<file path="src/rtl/rx_rst_pkg.sv">
// Shared types for the receiver reset sequencer.
// Assumes: consumers decode outputs only through seq_decode.
package rx_rst_pkg;

    typedef enum logic [2:0] {
        ST_CAL_WAIT    = 3'd0,
        ST_ANA_ASSERT  = 3'd1,
        ST_ANA_RELEASE = 3'd2,
        ST_LOCK_WAIT   = 3'd3,
        ST_SETTLE      = 3'd4,
        ST_RUN         = 3'd5,
        ST_DIG_PULSE   = 3'd6
    } seq_state_e;

    typedef struct packed {
        logic ana;
        logic dig;
        logic rdy;
    } rst_out_t;

    // Map a sequencer state onto the three reset outputs.
    function automatic rst_out_t seq_decode(seq_state_e s);
        rst_out_t o;
        case (s)
            ST_CAL_WAIT, ST_ANA_ASSERT: o = '{ana: 1'b1, dig: 1'b1, rdy: 1'b0};
            ST_RUN:                     o = '{ana: 1'b0, dig: 1'b0, rdy: 1'b1};
            default:                    o = '{ana: 1'b0, dig: 1'b1, rdy: 1'b0};
        endcase
        return o;
    endfunction

endpackage

</file>
<file path="src/rtl/rx_rst_sync.sv">
// Two-flop synchronizer bank, one chain per input bit.
// Assumes: inputs are single-bit levels with no relation to one another.
module rx_rst_sync #(
    parameter int unsigned W = 3,
    parameter logic [W-1:0] RST_VAL = '0
) (
    input  logic         clk,
    input  logic         rst_n,
    input  logic [W-1:0] async_i,
    output logic [W-1:0] sync_o
);

    for (genvar i = 0; i < W; i++) begin : g_chain
        logic meta_q;
        logic stab_q;

        // Two-stage capture of one asynchronous bit.
        always_ff @(posedge clk) begin
            if (!rst_n) begin
                meta_q <= RST_VAL[i];
                stab_q <= RST_VAL[i];
            end else begin
                meta_q <= async_i[i];
                stab_q <= meta_q;
            end
        end

        assign sync_o[i] = stab_q;
    end

endmodule

</file>
<file path="src/rtl/rx_rst_timer.sv">
// Saturating cycle counter shared by every timed state of the sequencer.
// Assumes: clr is raised in the cycle a new interval must start from zero.
module rx_rst_timer #(
    parameter int unsigned CW = 4
) (
    input  logic          clk,
    input  logic          rst_n,
    input  logic          clr,
    output logic [CW-1:0] cnt_o
);

    // Count up from zero after clr and hold at all ones.
    always_ff @(posedge clk) begin
        if (!rst_n) begin
            cnt_o <= '0;
        end else if (clr) begin
            cnt_o <= '0;
        end else if (cnt_o != '1) begin
            cnt_o <= cnt_o + 1'b1;
        end
    end

endmodule

</file>
<file path="src/rtl/rx_rst_fsm.sv">
// Sequencing state machine: calibration wait, analog handshakes,
// lock wait, settling count, run, and the digital-only pulse.
// Assumes: status inputs are already synchronized, and the timer restarts
// whenever restart_o is high.
module rx_rst_fsm
    import rx_rst_pkg::*;
#(
    parameter int unsigned SETTLE_CYC    = 500,
    parameter int unsigned ACK_TMO_CYC   = 1000,
    parameter int unsigned DIG_PULSE_CYC = 8,
    parameter int unsigned CW            = 10
) (
    input  logic          clk,
    input  logic          rst_n,
    input  logic          cal_busy_s,
    input  logic          ack_s,
    input  logic          lock_s,
    input  logic          full_req,
    input  logic          dig_req,
    input  logic [CW-1:0] cnt,
    output seq_state_e    state_o,
    output logic          restart_o,
    output logic          err_o
);

    localparam logic [CW-1:0] SETTLE_LAST = CW'(SETTLE_CYC - 1);
    localparam logic [CW-1:0] TMO_LAST    = CW'(ACK_TMO_CYC - 1);
    localparam logic [CW-1:0] PULSE_LAST  = CW'(DIG_PULSE_CYC - 1);

    seq_state_e state_q;
    seq_state_e state_d;
    logic       tmo;
    logic       err_q;

    // Choose the next state from the synchronized status and the timer.
    always_comb begin
        state_d = state_q;
        tmo     = 1'b0;
        case (state_q)
            ST_CAL_WAIT: begin
                if (!cal_busy_s) state_d = ST_ANA_ASSERT;
            end
            ST_ANA_ASSERT: begin
                if (ack_s) begin
                    state_d = ST_ANA_RELEASE;
                end else if (cnt == TMO_LAST) begin
                    tmo = 1'b1;
                end
            end
            ST_ANA_RELEASE: begin
                if (!ack_s) begin
                    state_d = ST_LOCK_WAIT;
                end else if (cnt == TMO_LAST) begin
                    tmo     = 1'b1;
                    state_d = ST_ANA_ASSERT;
                end
            end
            ST_LOCK_WAIT: begin
                if (lock_s) state_d = ST_SETTLE;
            end
            ST_SETTLE: begin
                if (!lock_s) begin
                    state_d = ST_LOCK_WAIT;
                end else if (cnt == SETTLE_LAST) begin
                    state_d = ST_RUN;
                end
            end
            ST_RUN: begin
                if (dig_req) begin
                    state_d = ST_DIG_PULSE;
                end else if (!lock_s) begin
                    state_d = ST_LOCK_WAIT;
                end
            end
            ST_DIG_PULSE: begin
                if (!lock_s) begin
                    state_d = ST_LOCK_WAIT;
                end else if (cnt == PULSE_LAST) begin
                    state_d = ST_RUN;
                end
            end
            default: state_d = ST_CAL_WAIT;
        endcase
        if (full_req && state_q != ST_CAL_WAIT) begin
            state_d = ST_ANA_ASSERT;
        end
    end

    // Hold the current state and the one-cycle timeout flag.
    always_ff @(posedge clk) begin
        if (!rst_n) begin
            state_q <= ST_CAL_WAIT;
            err_q   <= 1'b0;
        end else begin
            state_q <= state_d;
            err_q   <= tmo;
        end
    end

    assign restart_o = (state_d != state_q) || tmo
                       || (full_req && state_q != ST_CAL_WAIT);
    assign state_o   = state_q;
    assign err_o     = err_q;

endmodule

</file>
<file path="src/rtl/rx_rst_seq.sv">
// Receiver channel reset sequencer top. It synchronizes the status
// inputs, runs the sequencing state machine with one shared timer, and
// decodes the resets and ready from the state register.
// Assumes: CLK_FREQ_HZ is the true clk frequency, and every limit is >= 2.
module rx_rst_seq
    import rx_rst_pkg::*;
#(
    parameter int unsigned CLK_FREQ_HZ   = 125_000_000,
    parameter int unsigned SETTLE_US     = 4,
    parameter int unsigned ACK_TMO_CYC   = 1000,
    parameter int unsigned DIG_PULSE_CYC = 8
) (
    input  logic clk,
    input  logic rst_n,
    input  logic cal_busy_i,
    input  logic ana_ack_i,
    input  logic cdr_lock_i,
    input  logic sw_full_req_i,
    input  logic sw_dig_req_i,
    output logic ana_rst_o,
    output logic dig_rst_o,
    output logic ready_o,
    output logic ack_err_o
);

    localparam longint unsigned SETTLE_PROD =
        longint'(CLK_FREQ_HZ) * longint'(SETTLE_US);
    localparam int unsigned SETTLE_CYC =
        int'((SETTLE_PROD + 64'd999_999) / 64'd1_000_000);
    localparam int unsigned MAX_A   = (SETTLE_CYC > ACK_TMO_CYC) ? SETTLE_CYC : ACK_TMO_CYC;
    localparam int unsigned CNT_MAX = (MAX_A > DIG_PULSE_CYC) ? MAX_A : DIG_PULSE_CYC;
    localparam int unsigned CW      = $clog2(CNT_MAX + 1);

    logic [2:0]    sync_s;
    logic [CW-1:0] cnt;
    logic          restart;
    seq_state_e    state;
    rst_out_t      outs;

    rx_rst_sync #(
        .W       (3),
        .RST_VAL (3'b001)
    ) u_sync (
        .clk     (clk),
        .rst_n   (rst_n),
        .async_i ({cdr_lock_i, ana_ack_i, cal_busy_i}),
        .sync_o  (sync_s)
    );

    rx_rst_timer #(
        .CW (CW)
    ) u_timer (
        .clk   (clk),
        .rst_n (rst_n),
        .clr   (restart),
        .cnt_o (cnt)
    );

    rx_rst_fsm #(
        .SETTLE_CYC    (SETTLE_CYC),
        .ACK_TMO_CYC   (ACK_TMO_CYC),
        .DIG_PULSE_CYC (DIG_PULSE_CYC),
        .CW            (CW)
    ) u_fsm (
        .clk        (clk),
        .rst_n      (rst_n),
        .cal_busy_s (sync_s[0]),
        .ack_s      (sync_s[1]),
        .lock_s     (sync_s[2]),
        .full_req   (sw_full_req_i),
        .dig_req    (sw_dig_req_i),
        .cnt        (cnt),
        .state_o    (state),
        .restart_o  (restart),
        .err_o      (ack_err_o)
    );

    // Resets and ready come straight from the state register.
    always_comb begin
        outs = seq_decode(state);
    end

    assign ana_rst_o = outs.ana;
    assign dig_rst_o = outs.dig;
    assign ready_o   = outs.rdy;

endmodule

</file>
<file path="config.mk">
export PLATFORM = sky130hd
export DESIGN_NAME = rx_rst_seq
export DESIGN_NICKNAME = d
export VERILOG_FILES = /design/src/rtl/rx_rst_pkg.sv /design/src/rtl/rx_rst_sync.sv /design/src/rtl/rx_rst_timer.sv /design/src/rtl/rx_rst_fsm.sv /design/src/rtl/rx_rst_seq.sv
export SDC_FILE = /design/constraint.sdc
export NUM_CORES = 1
export LEC_CHECK = 0
export BUFFER_PORTS_ARGS = -buffer_cell sky130_fd_sc_hd__buf_2
export CAP_MARGIN = 25
export CELL_PAD_IN_SITES_DETAIL_PLACEMENT = 1
export CELL_PAD_IN_SITES_GLOBAL_PLACEMENT = 1
export CORE_MARGIN = 2
export CORE_UTILIZATION = 44
export DETAILED_ROUTE_END_ITERATION = 10
export GPL_TIMING_DRIVEN = 0
export PLACE_DENSITY = 0.83
export SLEW_MARGIN = 25
export SYNTH_ARGS = -nofsm -noshare
export SYNTH_HDL_FRONTEND = slang
export SYNTH_SLANG_ARGS = --single-unit
</file>
<file path="constraint.sdc">
create_clock -name clk -period 1.89 [get_ports clk]
set_input_delay 0.2835 -clock clk [delete_from_list [all_inputs] [get_ports clk]]
set_output_delay 0.2835 -clock clk [all_outputs]
set_load 0.02 [all_outputs]
</file>
==> reports/metrics.yaml, run 1 <==
outcome:
  outcome: "finished clean"
synthesis:
  ys_types: 49
  ys_ff_latch: 20
  synth_edf_count: 0
  synth_top_area_share_pct: 31.94
  synth_area_um2: 1254
  synth_nets: 148
  yosysSeqAreaShare_pct: 31.94
  synth_ff_type: "dfxtp_1"
  yosysTopAreaCell: "dfxtp_1"
  yosysWarnings: 0
  ys_async_sr_fraction_pct: 0
  avgSynthCellArea_um2: 8.955
  synthTopCellsByArea: "dfxtp_1 (32%), a21oi_1 (5.2%), clkbuf_8 (4.4%), nand3_1 (4.0%), o21ai_0 (2.8%)"
  syn_inst: 140
cts:
  clockRootBuffer: "clkbuf_4"
  h-tree-depth: 1
  clk-insertion-delay-late_ns: 0.32
  cts_buffers: 3
  cts_tree: "built"
  cts_hold_buf: 0
  clock_sinks: 20
  clock_path_buffers: 2
  clk_pin_slew_ns: 0.13
finish:
  final_common_cell: "a21oi_1"
  num_antenna_cells: 0
  num-nets-final: 167
  final_area_um2: 1460
  drive_gt1_share_pct: 37.34
  final_cell_mix: "a21oi_1 (13), buf_2 (12), dfxtp_1 (12), nand3_1 (10), o21ai_0 (7)"
  fillerInstances: 330
  area_growth_pct: 16.47
drt:
  wire_per_inst_um: 17.36
  vias_per_cell: 6.053
  vias: 1144
  drc: 0
  ant_nets: 0
  finalWirelength_mm: 3.281
  dr.pass1.iters: 4
  drtIter0Drc: 32
setup_path:
  crit_type: "register to register"
  worstPathRequired_ns: 2.14
  critPathMaxFanout: 8
  slowest_delay_ns: 0.43
  arrival_ns: 2.09
  worst_path_max_delay_cell: "dfxtp_2"
  rr_worst_depth: 6
  critPathTopFamily: "compound AO/OA/AOI/OAI gates"
  end_kind: "register"
  cp.buffers_inverters: 1
  path_cells: "and2b_2 -> nand4b_1 -> o221a_4 -> a221o_1 -> buf_6 -> a211oi_2"
  cp-start-kind: "register"
  crit_cells: 6
place:
  hpwl_mm: 2.154
  io_buffers: 10
  place_ws_ns: -0.1635
  gp_congestion: 0.8578
  dpl-instance-area_um2: 1343
hold_path:
  hold_path_class: "input pin to register"
  worstHoldPathCells: 2
sta:
  fmax_ghz: 0.5430
  finalHoldViolations: 0
  finalCriticalPeriod_ns: 1.842
  maxSlewHeadroom_pct: 75.25
  grt_setup_unrepaired: "true"
  tightest_slew_ns: 0.3700
  setup_violations: 0
  maxSlewViolCount: 0
  fin_crit_sh_pct: 97.44
  setup_slack_ns: 0.04830
  fin_skew_ns: 0.01140
power:
  p_per_area_nw_per_um2: 600.6
  power.leakage_nw: 0.5466
  ir_worst_vdd_mv: 0.5124
die:
  num_rows: 19
  start_util_pct: 45.86
  io_pins: 11
  fp.coreArea_um2: 2734
  die_w_um: 57.38
  die_h_um: 57.38
  die_area_um2: 3292
run:
  max_cap_viol_count: 0
grt:
  grt_pass1_wl_mm: 5.237
  antenna_found_initial: 0
  grt_pass1_vias: 1106
  grt.overflow.total: 0
  grt_max_degree: 12
  grtUsageTotal_pct: 20.39
-- state kept, by name (all words and copies together) (netlist names) --
signal and count:
u_fsm.err_o 1, u_fsm.state_o 3, u_sync.g_chain.meta_q 3, u_sync.g_chain.stab_q 3, u_timer.cnt_o 10
-- logic make-up after synthesis --
| logic type | count (synthesis) | synth area share, % |
|---|---|---|
| simple gates | 61 | 31.54 |
| xor+xnor | 2 | 1.397 |
| buf+inv | 16 | 11.38 |
| mux | 3 | 2.395 |
| compound gates | 37 | 20.36 |
| flops | 20 | 31.94 |
| fa+ha+maj | 1 | 0.9978 |
-- final cells by class --
class / instances / area, um^2 / area share, %
Multi-Input combinational cell: 104 / 744.5 / 50.99
Clock buffer: 4 / 36.28 / 2.485
Sequential cell: 20 / 415.4 / 28.45
Buffer: 12 / 128.9 / 8.826
Timing Repair Buffer: 15 / 85.08 / 5.827
Tap cell: 31 / 38.79 / 2.656
Inverter: 3 / 11.26 / 0.7712
-- worst paths after layout --
| check | end | slack (ns) | from |
|---|---|---|---|
| max | u_timer.cnt_o[5] | 0.05 | u_fsm.state_o[2] |
| min | u_sync.g_chain[0].meta_q | 0.14 | cal_busy_i |
| min reg2reg | u_sync.g_chain[0].stab_q | 0.42 | u_sync.g_chain[0].meta_q |
| max reg2reg | u_timer.cnt_o[5] | 0.05 | u_fsm.state_o[2] |
-- metrics by stage --
step / hold slack, ns / instances / TNS (ns) / utilization (%) / power, W
floorplan: 0.3596 / 140 / 0 / - / 0.0005601
global placement: 0.3913 / 181 / -0.8265 / 49.11 / 0.0005868
detailed placement: 0.4009 / 181 / -1.585 / 49.11 / 0.0005958
CTS: 0.1456 / 185 / 0 / 50.76 / 0.0008550
global route: 0.1384 / 189 / -0.005679 / 53.41 / 0.0009112
finish: 0.1437 / 189 / 0 / 53.41 / 0.0008770
-- timing repair --
action                     CTS  global route
pin swaps                    0             2
hold endpoints to repair     0             0
buffers inserted             0             4
cloned                       0             1
resized for setup            3            14
setup endpoints to repair   11            10
-- Yosys cell counts, types with 2 or more instances --
| master | number |
|---|---|
| nand2b_1 | 3 |
| clkbuf_1 | 2 |
| nand4_1 | 4 |
| nand4b_1 | 2 |
| dfxtp_1 | 20 |
| clkbuf_8 | 4 |
| buf_6 | 3 |
| o21ai_0 | 7 |
| nor3b_1 | 4 |
| a31oi_1 | 2 |
| a21oi_1 | 13 |
| a211oi_1 | 2 |
| xor2_1 | 2 |
| a21boi_0 | 2 |
| mux2i_1 | 3 |
| a211oi_2 | 2 |
| inv_1 | 3 |
| buf_4 | 2 |
| nand3_1 | 10 |
| nor2_1 | 6 |
| nand2_1 | 3 |
| and2_1 | 4 |
| and3_1 | 2 |
| and3_2 | 3 |
| or2b_2 | 2 |
| and2b_2 | 3 |
| nor3_1 | 5 |
-- layer usage --
metal / part of all wire [%] / GRT usage [%]
met1: 47 / 26.69
met2: 49 / 33.93
met3: 3.1 / 3.175
met4: 1.4 / 7.309
met5: 0 / 0
-- where the power goes --
part | total (W) | internal, W | switching, W
logic | 0.000157 | 0.0000797 | 0.0000769
clock network | 0.000267 | 0.000118 | 0.000149
registers | 0.000453 | 0.000439 | 0.0000144
Note: power is estimated with default switching activity, not from simulation.
==> run 2, diff against run 1 <==
--- a/config.mk
+++ b/config.mk
@@ -5,7 +5,7 @@
 export SDC_FILE = /design/constraint.sdc
 export NUM_CORES = 1
 export LEC_CHECK = 0
-export BUFFER_PORTS_ARGS = -buffer_cell sky130_fd_sc_hd__buf_2
+export BUFFER_PORTS_ARGS = -buffer_cell sky130_fd_sc_hd__clkbuf_2
 export CAP_MARGIN = 25
 export CELL_PAD_IN_SITES_DETAIL_PLACEMENT = 1
 export CELL_PAD_IN_SITES_GLOBAL_PLACEMENT = 1
==> constraint.sdc (replaced) <==
create_clock -name clk -period 1.8 [get_ports clk]
set_input_delay 0.27 -clock clk [delete_from_list [all_inputs] [get_ports clk]]
set_output_delay 0.27 -clock clk [all_outputs]
set_load 0.02 [all_outputs]
==> run 2 against run 1 <==
The run now ends with setup timing left; non-clock buffer count increased by 7; via count up 9.2%; global-route usage increased by 5.4 points; die area did not move; sequential share of layout area down 1.5 points; critical endpoint is now u_timer.cnt_o[8]; largest power group unchanged; combinational power grew 5%.
==> reports/metrics.yaml, run 2 (synthesis gave the netlist of run 1 again) <==
setup_path:
  worstPathRequired_ns: 2.03
  critPathMaxFanout: 5
  critPathTopFamily: "compound AO/OA/AOI/OAI gates"
  cp_common_cell: "buf_6"
  r2r_start: "u_timer.cnt_o[7]"
  path_cells: "buf_6 -> nor3_4 -> and3_4 -> o211ai_1 -> a221o_1 -> buf_6 -> a211oi_2"
  worst_path_max_delay_cell: "a221o_1"
  arrival_ns: 2.11
  cp-start-kind: "register"
  slowest_delay_ns: 0.44
  cp.buffers_inverters: 2
  end_kind: "register"
  critical_path.startpoint: "u_timer.cnt_o[7]"
  crit_type: "register to register"
die:
  die_h_um: 57.38
  fp.coreArea_um2: 2734
  num_rows: 19
  io_pins: 11
  die_w_um: 57.38
  die_area_um2: 3292
  start_util_pct: 45.86
place:
  gp_congestion: 0.8334
  io_buffers: 10
  dpl-instance-area_um2: 1343
  hpwl_mm: 2.094
grt:
  grt_pass1_wl_mm: 6.403
  grt_pass1_vias: 1293
  use_met1_pct: 32.91
  grtUsageMet2_pct: 40.58
  antenna_found_initial: 0
  met3_usage_pct: 5.669
  grt_busiest_layer: "met2"
  grt_max_degree: 13
  grtUsageTotal_pct: 25.75
  grt.overflow.total: 0
finish:
  area_growth_pct: 25.75
  drive_gt1_share_pct: 43.98
  largest_register_ff_count: 10
  fillerInstances: 325
  seq_area_um2: 424.2
  multi_input_area_um2: 785.8
  final_area_um2: 1577
  largest-register: "u_timer.cnt_o"
  final_cell_mix: "a21oi_1 (13), buf_4 (12), nand3_1 (11), clkbuf_2 (10), dfxtp_1 (9)"
  num_antenna_cells: 0
  num-nets-final: 175
  final_common_cell: "a21oi_1"
sta:
  tns_ns: -0.4156
  fmax_ghz: 0.5323
  finalHoldViolations: 0
  setup_violations: 10
  grt_setup_unrepaired: "true"
  tightest_slew_ns: 0.3779
  fin_crit_sh_pct: 104.4
  setup_slack_ns: -0.07850
  maxSlewHeadroom_pct: 74.81
  maxSlewViolCount: 0
  fin_skew_ns: 0.003039
  finalCriticalPeriod_ns: 1.879
power:
  p_per_area_nw_per_um2: 647.1
  p_sw_share_pct: 25.21
  p_clk_share_pct: 36.9
  comb_power_share_pct: 16.2
  seqPwrFrac_pct: 46.9
  switching_power_w: 0.0002572
  ir_worst_vdd_mv: 0.6290
  power.leakage_nw: 0.6083
  p_int_w: 0.0007630
hold_path:
  hp-start: "cal_busy_i"
  hold_path_class: "input pin to register"
outcome:
  outcome: "finished, violations left"
  violations: "setup timing"
cts:
  cts_tree: "built"
  clockRootBuffer: "clkbuf_4"
  clk-insertion-delay-late_ns: 0.31
  cts_hold_buf: 0
  clk_pin_slew_ns: 0.12
  cts_buffers: 3
  clock_path_buffers: 2
  clock_sinks: 20
  h-tree-depth: 1
drt:
  finalWirelength_mm: 4.108
  drc: 0
  drtIter0Drc: 45
  ant_nets: 0
  vias_per_cell: 6.340
  wire_per_inst_um: 20.85
  vias: 1249
  dr.pass1.iters: 4
run:
  max_cap_viol_count: 0
[run 2: final cells by class]
| class | count | area share [%] |
|---|---|---|
| Sequential cell | 20 | 26.90 |
| Inverter | 3 | 0.7143 |
| Clock buffer | 3 | 1.429 |
| Timing Repair Buffer | 24 | 10.16 |
| Multi-Input combinational cell | 105 | 49.84 |
| Tap cell | 31 | 2.460 |
| Buffer | 10 | 6.587 |
| Clock inverter | 1 | 1.905 |
[run 2: final timing paths]
path / end / slack [ns] / cells past startpoint
worst max-delay path: u_timer.cnt_o[8] / -0.08 / 7
worst min-delay path: u_sync.g_chain[0].meta_q / 0.13 / 2
worst max register to register: u_timer.cnt_o[8] / -0.08 / 7
worst min register to register: u_sync.g_chain[0].stab_q / 0.43 / 1
[run 2: worst reg2reg max path: stages (launching register included)]
cell      delay, ns
dfxtp_2        0.36
buf_6          0.12
nor3_4         0.19
and3_4         0.20
o211ai_1       0.15
a221o_1        0.44
buf_6          0.16
a211oi_2       0.18
[run 2: power groups by stage]
| stage | clock network (W) | registers (W) | logic (W) |
|---|---|---|---|
| after floorplan | 0 | 0.000477 | 0.000111 |
| after global placement | 0 | 0.000478 | 0.000138 |
| after detailed placement | 0 | 0.000479 | 0.000147 |
| after CTS | 0.000385 | 0.000479 | 0.000159 |
| after global routing | 0.000403 | 0.000481 | 0.000177 |
| final | 0.000376 | 0.000479 | 0.000165 |
[run 2: repair_timing]
| action | 4_1_cts | 5_1_grt |
|---|---|---|
| setup endpoints to repair | 12 | 10 |
| resized for setup | 24 | 7 |
| setup buffers | 12 | 1 |
| cloned | 1 | 1 |
| pin swaps | 9 | 11 |
[run 2: per-layer routing]
| metal | share of wire [%] | up-vias |
|---|---|---|
| li1 | - | 572 |
| met1 | 45 | 617 |
| met2 | 48 | 46 |
| met3 | 4.0 | 14 |
| met4 | 3.2 | 0 |
| met5 | 0 | - |
[run 2: per-stage QoR]
step | setup WS [ns] | instances | util, % | hold WS (ns) | total power [W]
after global placement | -0.1741 | 181 | 49.11 | 0.3898 | 0.0006161
after detailed placement | -0.2364 | 181 | 49.11 | 0.4140 | 0.0006260
after floorplan | 0.08370 | 140 | - | 0.3461 | 0.0005881
after CTS | -0.007550 | 196 | 56.89 | 0.1235 | 0.001022
after global routing | -0.07833 | 197 | 57.67 | 0.1171 | 0.001061
final | -0.07850 | 197 | 57.67 | 0.1315 | 0.001020
